File: src/rtl/lpsdr_init_pkg.sv
package lpsdr_init_pkg;

  typedef enum logic [3:0] {
    ST_SETTLE, ST_PRE, ST_WPRE, ST_REF, ST_WREF,
    ST_MRS, ST_WMRS, ST_EMRS, ST_WEMRS, ST_DONE, ST_HALT
  } initState_e;

  typedef struct packed {
    logic issuePre;
    logic issueRef;
    logic issueMrs;
    logic issueEmrs;
    logic markDone;
  } initStrobes_t;

  function automatic logic casSupported(input int casLat);
    return (casLat == 2) || (casLat == 3);
  endfunction

  function automatic int ceilDiv(input int num, input int den);
    return (num + den - 1) / den;
  endfunction

endpackage

File: src/rtl/lpsdr_init_ctrl.sv
module lpsdr_init_ctrl
  import lpsdr_init_pkg::*;
#(
  parameter int CLK_KHZ     = 125000,
  parameter int SETTLE_US   = 200,
  parameter int T_RP        = 3,
  parameter int T_RFC       = 10,
  parameter int T_MRD       = 2,
  parameter int CAS_LATENCY = 3,
  parameter bit SKIP_EXT    = 1'b0
) (
  input  logic         clk,
  input  logic         rstN,
  output initStrobes_t strobes
);

  localparam int SETTLE_CYC = ceilDiv(SETTLE_US * CLK_KHZ, 1000);
  localparam int MAX_A      = (SETTLE_CYC > T_RFC) ? SETTLE_CYC : T_RFC;
  localparam int MAX_B      = (T_RP > T_MRD) ? T_RP : T_MRD;
  localparam int MAX_CYC    = (MAX_A > MAX_B) ? MAX_A : MAX_B;
  localparam int CNT_W      = $clog2(MAX_CYC + 1);
  localparam bit CFG_OK     = casSupported(CAS_LATENCY);

  initState_e  state, nextState;
  logic [CNT_W-1:0] cnt, nextCnt;
  logic        secondRef, nextSecondRef;
  logic        cntZero;

  assign cntZero = (cnt == '0);

  always_comb begin
    nextState     = state;
    nextCnt       = cntZero ? cnt : cnt - 1'b1;
    nextSecondRef = secondRef;
    unique case (state)
      ST_SETTLE: if (cntZero) nextState = ST_PRE;
      ST_PRE: begin
        nextCnt   = CNT_W'(T_RP - 1);
        nextState = ST_WPRE;
      end
      ST_WPRE: if (cntZero) nextState = ST_REF;
      ST_REF: begin
        nextCnt   = CNT_W'(T_RFC - 1);
        nextState = ST_WREF;
      end
      ST_WREF: if (cntZero) begin
        if (!secondRef) begin
          nextSecondRef = 1'b1;
          nextState     = ST_REF;
        end else if (CFG_OK) begin
          nextState = ST_MRS;
        end else begin
          nextState = ST_HALT;
        end
      end
      ST_MRS: begin
        nextCnt   = CNT_W'(T_MRD - 1);
        nextState = ST_WMRS;
      end
      ST_WMRS: if (cntZero) nextState = SKIP_EXT ? ST_DONE : ST_EMRS;
      ST_EMRS: begin
        nextCnt   = CNT_W'(T_MRD - 1);
        nextState = ST_WEMRS;
      end
      ST_WEMRS: if (cntZero) nextState = ST_DONE;
      ST_DONE:  nextState = ST_DONE;
      default:  nextState = ST_HALT;
    endcase
  end

  always_ff @(posedge clk or negedge rstN) begin
    if (!rstN) begin
      state     <= ST_SETTLE;
      cnt       <= CNT_W'(SETTLE_CYC - 1);
      secondRef <= 1'b0;
    end else begin
      state     <= nextState;
      cnt       <= nextCnt;
      secondRef <= nextSecondRef;
    end
  end

  always_comb begin
    strobes.issuePre  = (state == ST_PRE);
    strobes.issueRef  = (state == ST_REF);
    strobes.issueMrs  = (state == ST_MRS);
    strobes.issueEmrs = (state == ST_EMRS);
    strobes.markDone  = (state == ST_DONE);
  end

endmodule

File: src/rtl/lpsdr_init_dp.sv
module lpsdr_init_dp
  import lpsdr_init_pkg::*;
#(
  parameter int              ADDR_W         = 12,
  parameter int              DQM_W          = 2,
  parameter logic [2:0]      BURST_LEN_CODE = 3'b011,
  parameter bit              BURST_TYPE     = 1'b0,
  parameter int              CAS_LATENCY    = 3,
  parameter bit              WRITE_SINGLE   = 1'b0,
  parameter logic [ADDR_W-1:0] EXT_WORD     = '0
) (
  input  logic              clk,
  input  logic              rstN,
  input  initStrobes_t      strobes,
  output logic              cke,
  output logic              csN,
  output logic              rasN,
  output logic              casN,
  output logic              weN,
  output logic [1:0]        ba,
  output logic [ADDR_W-1:0] addr,
  output logic [DQM_W-1:0]  dqm,
  output logic              initDone
);

  localparam logic [2:0] CAS_CODE = 3'(CAS_LATENCY);

  function automatic logic [ADDR_W-1:0] packMode();
    logic [ADDR_W-1:0] w;
    w      = '0;
    w[2:0] = BURST_LEN_CODE;
    w[3]   = BURST_TYPE;
    w[6:4] = CAS_CODE;
    w[9]   = WRITE_SINGLE;
    return w;
  endfunction

  localparam logic [ADDR_W-1:0] MODE_WORD = packMode();

  logic [3:0]        cmdNext;
  logic [1:0]        baNext;
  logic [ADDR_W-1:0] addrNext;

  always_comb begin
    cmdNext  = 4'b0111;
    baNext   = 2'b00;
    addrNext = '0;
    if (strobes.issuePre) begin
      cmdNext      = 4'b0010;
      addrNext[10] = 1'b1;
    end else if (strobes.issueRef) begin
      cmdNext = 4'b0001;
    end else if (strobes.issueMrs) begin
      cmdNext  = 4'b0000;
      addrNext = MODE_WORD;
    end else if (strobes.issueEmrs) begin
      cmdNext  = 4'b0000;
      baNext   = 2'b10;
      addrNext = EXT_WORD;
    end
  end

  always_ff @(posedge clk or negedge rstN) begin
    if (!rstN) begin
      cke                    <= 1'b1;
      dqm                    <= '1;
      {csN, rasN, casN, weN} <= 4'b0111;
      ba                     <= 2'b00;
      addr                   <= '0;
      initDone               <= 1'b0;
    end else begin
      cke                    <= 1'b1;
      dqm                    <= '1;
      {csN, rasN, casN, weN} <= cmdNext;
      ba                     <= baNext;
      addr                   <= addrNext;
      initDone               <= initDone | strobes.markDone;
    end
  end

endmodule

File: src/rtl/lpsdr_init_seq.sv
module lpsdr_init_seq
  import lpsdr_init_pkg::*;
#(
  parameter int              ADDR_W         = 12,
  parameter int              DQM_W          = 2,
  parameter int              CLK_KHZ        = 125000,
  parameter int              SETTLE_US      = 200,
  parameter int              T_RP           = 3,
  parameter int              T_RFC          = 10,
  parameter int              T_MRD          = 2,
  parameter logic [2:0]      BURST_LEN_CODE = 3'b011,
  parameter bit              BURST_TYPE     = 1'b0,
  parameter int              CAS_LATENCY    = 3,
  parameter bit              WRITE_SINGLE   = 1'b0,
  parameter bit              SKIP_EXT       = 1'b0,
  parameter logic [ADDR_W-1:0] EXT_WORD     = '0
) (
  input  logic              clk,
  input  logic              rstN,
  output logic              cke,
  output logic              csN,
  output logic              rasN,
  output logic              casN,
  output logic              weN,
  output logic [1:0]        ba,
  output logic [ADDR_W-1:0] addr,
  output logic [DQM_W-1:0]  dqm,
  output logic              initDone,
  output logic              cfgErr
);

  initStrobes_t strobes;

  assign cfgErr = !casSupported(CAS_LATENCY);

  lpsdr_init_ctrl #(
    .CLK_KHZ(CLK_KHZ), .SETTLE_US(SETTLE_US), .T_RP(T_RP), .T_RFC(T_RFC),
    .T_MRD(T_MRD), .CAS_LATENCY(CAS_LATENCY), .SKIP_EXT(SKIP_EXT)
  ) u_ctrl (
    .clk(clk), .rstN(rstN), .strobes(strobes)
  );

  lpsdr_init_dp #(
    .ADDR_W(ADDR_W), .DQM_W(DQM_W), .BURST_LEN_CODE(BURST_LEN_CODE),
    .BURST_TYPE(BURST_TYPE), .CAS_LATENCY(CAS_LATENCY),
    .WRITE_SINGLE(WRITE_SINGLE), .EXT_WORD(EXT_WORD)
  ) u_dp (
    .clk(clk), .rstN(rstN), .strobes(strobes), .cke(cke), .csN(csN),
    .rasN(rasN), .casN(casN), .weN(weN), .ba(ba), .addr(addr), .dqm(dqm),
    .initDone(initDone)
  );

endmodule

File: config.mk
export PLATFORM = sky130hd
export DESIGN_NAME = lpsdr_init_seq
export DESIGN_NICKNAME = d
export VERILOG_FILES = /design/src/rtl/lpsdr_init_pkg.sv /design/src/rtl/lpsdr_init_ctrl.sv /design/src/rtl/lpsdr_init_dp.sv /design/src/rtl/lpsdr_init_seq.sv
export SDC_FILE = /design/constraint.sdc
export NUM_CORES = 1
export LEC_CHECK = 0
export BUFFER_PORTS_ARGS = -buffer_cell sky130_fd_sc_hd__buf_4
export CORE_MARGIN = 2
export CORE_UTILIZATION = 59
export CTS_CLUSTER_DIAMETER = 60
export CTS_CLUSTER_SIZE = 16
export DETAILED_ROUTE_END_ITERATION = 10
export PLACE_DENSITY = 0.83
export SLEW_MARGIN = 20
export SYNTH_ARGS = -nofsm -noshare
export SYNTH_HDL_FRONTEND = slang
export SYNTH_SLANG_ARGS = --single-unit
File: constraint.sdc
create_clock -name clk -period 5.7 [get_ports clk]
set_clock_uncertainty 0.2 [all_clocks]
set_input_delay 1.14 -clock clk [delete_from_list [all_inputs] [get_ports clk]]
set_output_delay 1.14 -clock clk [all_outputs]
set_load 0.005 [all_outputs]
# Word level (Yosys, flattened, before mapping)
# Index checks and enable logic that the tools add are counted.
[word_totals] mem_bits_rw=0 reg_bits=39 n_memories=0 rom_bits=0 out_inout_bits=23 latch_bits=0
[classes] n_mux=22 addsub=1 mul=0 eq_ne=15 magnitude_cmp=0 n_reduce_logical=5 shifts=0 n_div=0 bitwise_logic=1
[op_table] op="$pmux 15 s3" n=1
[op_table] op="$pmux 4 s10" n=1
[op_table] op="$mux 4" n=8
[op_table] op="$eq 4x3->1 const B" n=4
[op_table] op="$logic_not 15->1" n=1
[op_table] op="$mux 15" n=1
[op_table] op="$sub 15x1->15 const B" n=1
[op_table] op="$mux 12" n=1
[op_table] op="$mux 10" n=1
[op_table] op="$ne 2x1->1 const B" n=5
[op_table] op="$eq 4x2->1 const B" n=2
[op_table] op="$eq 4x4->1 const B" n=2
[op_table] op="$mux 2" n=4
[op_table] op="$mux 3" n=2
[op_table] op="$mux 6" n=1
[op_table] op="$reduce_and 5->1" n=1
[op_table] op="$eq 4x1->1 const B" n=1
[op_table] op="$logic_not 4->1" n=1
[op_table] op="$ne 4x4->1 const B" n=1
[op_table] op="$mux 1" n=2
[op_table] op="$reduce_and 2->1" n=1
[op_table] op="$reduce_or 2->1" n=1
[op_table] op="$or 1x1->1" n=1

# Depth between registers and ports, before layout
# Gate-level depths: netlist of the first run.
[logic_depth] ltp_word=5 mapped_depth=8

# By module
# From an unflattened synthesis of the first run, not the netlist that was laid out.
[unflattened] cells_unflattened=148 area_unflattened_um2=1487.7
[modules_own_cells] module="lpsdr_init_ctrl" cells_each=114 area_each_um2=1116.1 instances=1
[modules_own_cells] module="lpsdr_init_dp" cells_each=32 area_each_um2=360.3 instances=1
[modules_own_cells] module="lpsdr_init_seq" cells_each=2 area_each_um2=11.3 instances=1

# Worst setup path before layout of the first run
# No wires, ideal clock.
[synth_timing] kind="register to register" start="register u_ctrl.cnt[0]" end="register u_ctrl.cnt[4]" path_buffers=1 stages_incl_launch_ff=8 slack_ps=3630 arrival_time_ps=1792 period_less_slack_ps=2070 required_ps=5422 cell_sequence="dfstp_2 -> inv_1 -> ha_1 -> nor3b_2 -> and4_1 -> buf_4 -> or4_1 -> a21oi_1"
[synth_between] elab_chain_cells=3 word_cells_on_any_way=5 cone_classes="1 x add/sub; 1 x eq/ne; 2 x mux; 1 x reduce/logical"
[synth_lines] item="start, declared" line="lpsdr_init_ctrl.sv:25" text="logic [CNT_W-1:0] cnt, nextCnt;"
[synth_lines] item="start signal, assigned" line="lpsdr_init_ctrl.sv:74" text="cnt <= CNT_W'(SETTLE_CYC - 1);"
[synth_lines] item="start signal, assigned" line="lpsdr_init_ctrl.sv:78" text="cnt <= nextCnt;"
[synth_lines] item="$sub 15x1->15" line="lpsdr_init_ctrl.sv:33" text="nextCnt = cntZero ? cnt : cnt - 1'b1;"
[synth_lines] item="$mux 15" line="lpsdr_init_ctrl.sv:33"
[synth_lines] item="$pmux 15 s3" line="lpsdr_init_ctrl.sv:35" text="unique case (state)"
# Parallel ways exist; a longest one is shown, timed or not. The select of a mux whose other input is x is not followed.
# A chain may end at the register's enable or synchronous reset.

# Worst setup path after layout of the first run
[layout_timing] start="register u_ctrl.state[0]" end="register u_ctrl.cnt[1]"
[layout_between] elab_chain_cells=3 word_cells_on_any_way=7 cone_classes="5 x eq/ne; 1 x mux; 1 x reduce/logical"
[layout_lines] item="start, declared" line="lpsdr_init_ctrl.sv:24" text="initState_e state, nextState;"
[layout_lines] item="start signal, assigned" line="lpsdr_init_ctrl.sv:77" text="state <= nextState;"
[layout_lines] item="$eq 4x3->1" line="lpsdr_init_ctrl.sv:35"
[layout_lines] item="$reduce_or 2->1 (no line)"
[layout_lines] item="$pmux 15 s3 / $ne 4x4->1 (equally long branches)"
# Parallel ways exist; a longest one is shown, timed or not.

==> results of run 1 <==
-- worst paths after layout --
| check | start | endpoint | slack, ps | cells after the start |
|---|---|---|---|---|
| setup / recovery | u_ctrl.state[0] | u_ctrl.cnt[1] | 3000 | 4 |
| hold / removal | u_ctrl.cnt[14] | u_ctrl.cnt[14] | 280 | 2 |
| setup reg to reg | u_ctrl.state[0] | u_ctrl.cnt[1] | 3000 | 4 |
| hold reg to reg | u_ctrl.cnt[14] | u_ctrl.cnt[14] | 280 | 2 |
| max in group asynchronous | rstN | u_ctrl.cnt[2] | 4520 | 1 |
| min in group asynchronous | rstN | u_ctrl.cnt[6] | 480 | 1 |
-- layout make-up --
class	count	area share, %
inverter	4	1.02
clock inverter	1	0.597
sequential	27	47.0
clock buffer	3	1.53
tap	28	2.39
timing repair buffer	11	5.63
multi-input combinational	106	41.9
-- flip-flops by register name (all words and copies together) (netlist names) --
name	flops
u_dp.rasN	1
u_dp.casN	1
u_ctrl.cnt	15
u_dp.addr	2
u_dp.initDone	1
u_ctrl.secondRef	1
u_dp.ba	1
u_ctrl.state	4
u_dp.weN	1
-- cells by family after synthesis --
logic type	after synthesis	synth area share (%)
DFF	27	48.0
buffers and inverters	27	12.2
muxes	2	1.39
AOI/OAI and AO/OA	29	11.7
adders and majority gates	1	0.870
and+or+nand+nor	61	25.3
other	2	0.522
-- metal layers --
layer,vias up,wire (um)
met5,-,0
met4,0,32
met3,5,111
met2,28,1340
met1,518,1130
li1,508,-
-- worst max-delay path, cell delays in order, from the launching register on --
cell	delay (ps)
dfrtp_1	490
nor2b_1	890
clkinv_1	470
and3_1	300
or3_1	300
-- Yosys cell counts, types with 2 or more instances --
library cell / n / area share, %
buf_4: 17 / 8.9
dfrtp_1: 16 / 28
nor2_1: 13 / 3.4
a21oi_1: 11 / 3.8
dfstp_2: 11 / 20
o21ai_0: 10 / 3.5
or3_1: 8 / 3.5
nand2_1: 6 / 1.6
nor3_1: 6 / 2.1
nand3_1: 5 / 1.7
nand2b_1: 4 / 1.7
clkbuf_1: 3 / 0.78
inv_1: 3 / 0.78
or4_1: 3 / 1.6
a31o_2: 2 / 1.2
buf_2: 2 / 0.70
conb_1: 2 / 0.52
mux2i_1: 2 / 1.4
nand4_1: 2 / 0.87
o31ai_1: 2 / 1.0
-- power breakdown --
| group | switching, mW | internal, mW | total, mW |
|---|---|---|---|
| sequential | 0 | 0.192 | 0.192 |
| clock | 0.0593 | 0.0287 | 0.0880 |
| combinational | 0.00547 | 0.000467 | 0.00594 |
| total | 0.0648 | 0.221 | 0.286 |
-- metrics by stage --
step                      hold slack [ps]  cells  util [%]  power [mW]  setup slack, ps
after floorplan                       239    160         -       0.204             3630
after global placement                265    176      63.7       0.201             3130
after detailed placement              259    176      63.7       0.201             3030
after CTS                             280    180      65.1       0.288             3000
after global routing                  298    180      65.1       0.302             2770
final                                 278    180      65.1       0.286             3000
==> impl_results.md, run 1 <==
- Outcome: complete, no violations
- Global-route wire length before repair: 4.40 mm
- Core Region: 0.00225 mm2
- Post-Synthesis Cells: 149
- Starting density of the core: 63.8%
- Crit. End Element: register
- Pin count of the biggest net entering global routing: 28
- Htree depth: 1
- Fillers: 190
- Vias in the first global route: 988
- Worst skew pair latency: 330 ps
- Most frequent cells in the layout: 16 x dfrtp_1, 13 x nor2_1, 13 x conb_1
- DRT antenna net count: 0
- Worst min-delay path class: register to register
- Post-route cell area: 0.00147 mm2
- DP HPWL: 1.90 mm
- Clock sinks: 27
- Row cnt: 17
- Die footprint: 0.00285 mm2
- Gr busiest metal: met2
- Tcrit/Tclk final: 47.4%
- Grt ovf: 0
- TritonCTS Buffers: 3
- DR iter-0 viols: 18
- Worst vdd ir: 250 uV
- Max Fclk: 370 MHz
- Commonest non-fill, non-tap cell in the layout: dfrtp_1
- DP Area: 0.00144 mm2
- Number of enable flip-flop cells after synthesis: 0
- Clk slew on worst S/H paths: 150 ps
- N_diodes: 0
- Via-to-Cell Ratio: 5.88
- Gr usage total: 21.4%
- Hold Buf Count CTS: 0
- Met3 Resource Use GR: 6.50%
- Fraction of layout cells with a size suffix above 1: 22.4%
- Nets: 156
- Sequential cell area: 689 um2
- Routing usage on met2: 35.4%
- Synth Warn #: 0
- Total number of vias: 1059
- Synth Cell Area: 0.00144 mm2
- Clock tree buffer depth: 2
- Routability cong.: 0.867
- Die height: 53.4 um
- Die X: 53.4 um
- Worst-margin pin slew: 1080 ps
- Post-CTS Setup Bufs: 0
- Ys flop type: dfrtp_1
- Critical path arrival: 2770 ps
- MaxCap Viol Count: 0
- Period minus WS final: 2700 ps
- Post-Route WL: 2.62 mm
- CTS root buf: clkbuf_4
- Post-synthesis cell type count: 41
- Remaining DRCs: 0
- Slew margin rel.: 28.0%
- Multi-input logic area: 614 um2
- Pwr/cell area: 195 mW/mm2
- Seq/Total Area, Yosys: 48.0%
- First-pass DRT Iterations: 4
- Critical path peak fanout: 17
- Fin. Hold Viols: 0
- Met1 Track Usage GR: 26.5%
- CTS tree: yes
- Final setup fails: 0
- Final Max Slew Viols: 0
- Worst EP required: 5770 ps
- Io pins: 25
- CP Class: register to register
- WL per Instance: 14.5 um
- Post-CTS Resized: 0
- Async SR Flop Fraction: 100%
- P&R area growth vs syn: 2.09%
- Setup TNS: 0 ps
- Initial antenna violation count: 0
- RSZ-0062 raised after global routing: no
- I/O Buffers: 11
- Critical path startpoint category: register
- Mean Syn Cell Area: 9.65 um2
- Synth Register Bits: 27
- Static Leak: 0.662 nW
Note: power is estimated with default switching activity, not from simulation.
==> inputs of run 2 (changes only) <==
Settings changed: CORE_UTILIZATION 59 to 54, PLACE_DENSITY 0.83 to 0.77.
Clock period 5.7 ns to 2.6 ns, I/O delays scaled along.
==> impl_results.md, run 2 (synthesis results as in run 1) <==
- CP bufs+invs: 1 (unchanged)
- WHS: 287 ps (+9.20 ps)
- WL per Instance: 14.4 um (-0.62%)
- Clock sinks: 27 (unchanged)
- Worst vdd ir: 300 uV (+20%)
- Outcome: complete, no violations
- Top Registers: u_ctrl.cnt: 15 flops, u_ctrl.state: 4 flops, u_dp.addr: 2 flops
- Clock tree buffer depth: 2 (unchanged)
- Total number of vias: 1075 (+1.5%)
- Largest stage delay, worst path: 590 ps (-300 ps)
- WHS Endpoint: u_ctrl.cnt[14]
- Slowest-stage cell, CP: dfstp_2
- Period minus WS final: 2320 ps (-375 ps)
- RSZ-0062 raised after global routing: no
- Max Fclk: 430 MHz (+16%)
- Post-route cell area: 0.00149 mm2 (+1.8%)
- Worst skew pair latency: 320 ps (about the same)
- Max reg flops: 15 (unchanged)
- Post-CTS Setup Bufs: 0 (unchanged)
- Hold_sp: u_ctrl.cnt[14]
- Worst-path cell chain: inv_1, ha_1, nor3b_2, and4_1, or4_1, mux2i_1
- Routability cong.: 0.882 (+1.7%)
- Die X: 55.6 um (+4.2%)
- Final setup fails: 0 (unchanged)
- Critical path startpoint category: register
- Largest register by flop count: u_ctrl.cnt
- # placed instances: 180 (+2.3%)
- Worst min-delay path class: register to register
- Post-Route WL: 2.67 mm (+2.1%)
- Remaining DRCs: 0 (unchanged)
- Cells on worst reg2reg path: 6 (+2)
- Nets: 159 (+1.9%)
- N_diodes: 0 (unchanged)
- Pwr/cell area: 416 mW/mm2 (+110%)
- Gr usage total: 18.3% (-3.0 points)
- Overall Power: 621 uW (+120%)
- Final Max Slew Viols: 0 (unchanged)
- Row cnt: 18 (+1)
- Clk slew on worst S/H paths: 150 ps (about the same)
- DP Area: 0.00145 mm2 (+1.2%)
- CTS root buf: clkbuf_4
- Starting density of the core: 57.5% (-6.3 points)
- MaxCap Viol Count: 0 (unchanged)
- TritonCTS Buffers: 3 (unchanged)
- Hold Buf Count CTS: 1 (+1)
- Commonest non-fill, non-tap cell in the layout: dfrtp_1
- Crit. End Element: register
- Die footprint: 0.00309 mm2 (+8.6%)
- Vias in the first global route: 960 (-2.8%)
- Static Leak: 0.672 nW (+1.4%)
- CP Class: register to register
- Final Non-Filler Cells: 185 (+2.8%)
- Worst EP required: 2660 ps (-3110 ps)
- Core Region: 0.00250 mm2 (+11%)
- Via-to-Cell Ratio: 5.81 (-1.2%)
- DRT antenna net count: 0 (unchanged)
- Reg-to-Reg Start: u_ctrl.cnt[0]
- Fraction of layout cells with a size suffix above 1: 23.2% (+0.86 points)
- DR iter-0 viols: 49 (+31)
- CTS tree: yes
- Worst R2R End: u_ctrl.cnt[13]
- Setup TNS: 0 ps (unchanged)
- Global-route wire length before repair: 4.53 mm (+2.8%)
- Grt ovf: 0 (unchanged)
- Family with the most delay on the worst path: simple AND/OR/NAND/NOR gates
- Most frequent cells in the layout: 16 x dfrtp_1, 13 x nor2_1, 13 x conb_1, 13 x buf_4
- I/O Buffers: 11 (unchanged)
- Cell count of the worst hold path: 2 (unchanged)
- P&R area growth vs syn: 3.92%
- Post-CTS Resized: 0 (unchanged)
- Initial antenna violation count: 0 (unchanged)
- Htree depth: 1 (unchanged)
- Io pins: 25 (unchanged)
- Tcrit/Tclk final: 89.4% (+42 points)
- Fin. Hold Viols: 0 (unchanged)
- R2R Setup Slk: 280 ps (-2720 ps)
- Pin count of the biggest net entering global routing: 28 (unchanged)
- DP HPWL: 1.86 mm (-2.0%)
- Critical path arrival: 2380 ps (-390 ps)
- Critical path peak fanout: 13 (-4)
- Die height: 55.6 um (+4.2%)
- First-pass DRT Iterations: 4 (unchanged)
[run 2: cell count changes in the layout (fill, tap and decap cells not counted), sizes merged]
| cell | previous run | this run |
|---|---|---|
| clkinvlp | 0 | 1 |
| buf | 11 | 13 |
| inv | 4 | 3 |
| dlygate4sd3 | 0 | 1 |
[run 2: per-stage QoR]
stage	utilization, %	setup WS [ps]
after floorplan	-	530
after global placement	58.2	408
after detailed placement	58.2	329
after CTS	59.8	277
after global routing	59.8	194
final	59.8	276
[run 2: how the worst max path moves through the flow]
stage / startpoint / to / slack [ps] / cells past startpoint
after floorplan: u_ctrl.cnt[0] / u_ctrl.cnt[4] / 530 / 7
after global placement: u_ctrl.cnt[0] / u_ctrl.cnt[13] / 410 / 6
after detailed placement: u_ctrl.cnt[0] / u_ctrl.cnt[13] / 330 / 6
after CTS: u_ctrl.cnt[0] / u_ctrl.cnt[13] / 280 / 6
after global routing: u_ctrl.cnt[0] / u_ctrl.cnt[13] / 190 / 6
final: u_ctrl.cnt[0] / u_ctrl.cnt[13] / 280 / 6
[run 2: worst reg2reg max path, cell delays in order (launching register included)]
cell and delay [ps]:
dfstp_2 590, inv_1 50, ha_1 220, nor3b_2 190, and4_1 320, or4_1 520
mux2i_1 170
[run 2: final cells by class]
class                           instances  area, um2
Clock buffer                            3       22.5
Tap cell                               30       37.5
Timing Repair Buffer                   14        108
Sequential cell                        27        689
Fill cell                             219       1010
Inverter                                4       15.0
Clock inverter                          1       7.51
Multi-Input combinational cell        106        614
[run 2: report_power, final]
part	switching (mW)	total [mW]	internal [mW]
clock	0.127	0.186	0.0588
sequential	0	0.421	0.421
combinational	0.0122	0.0142	0.00200
total	0.139	0.621	0.482
[run 2: routing by layer]
| metal | up-vias | global-route usage (%) | part of all wire [%] |
|---|---|---|---|
| met4 | 0 | 3.14 | 0.52 |
| met3 | 2 | 2.79 | 5.2 |
| met2 | 34 | 31.1 | 51 |
| met5 | - | 0 | 0 |
| met1 | 534 | 25.2 | 43 |
| li1 | 505 | - | - |
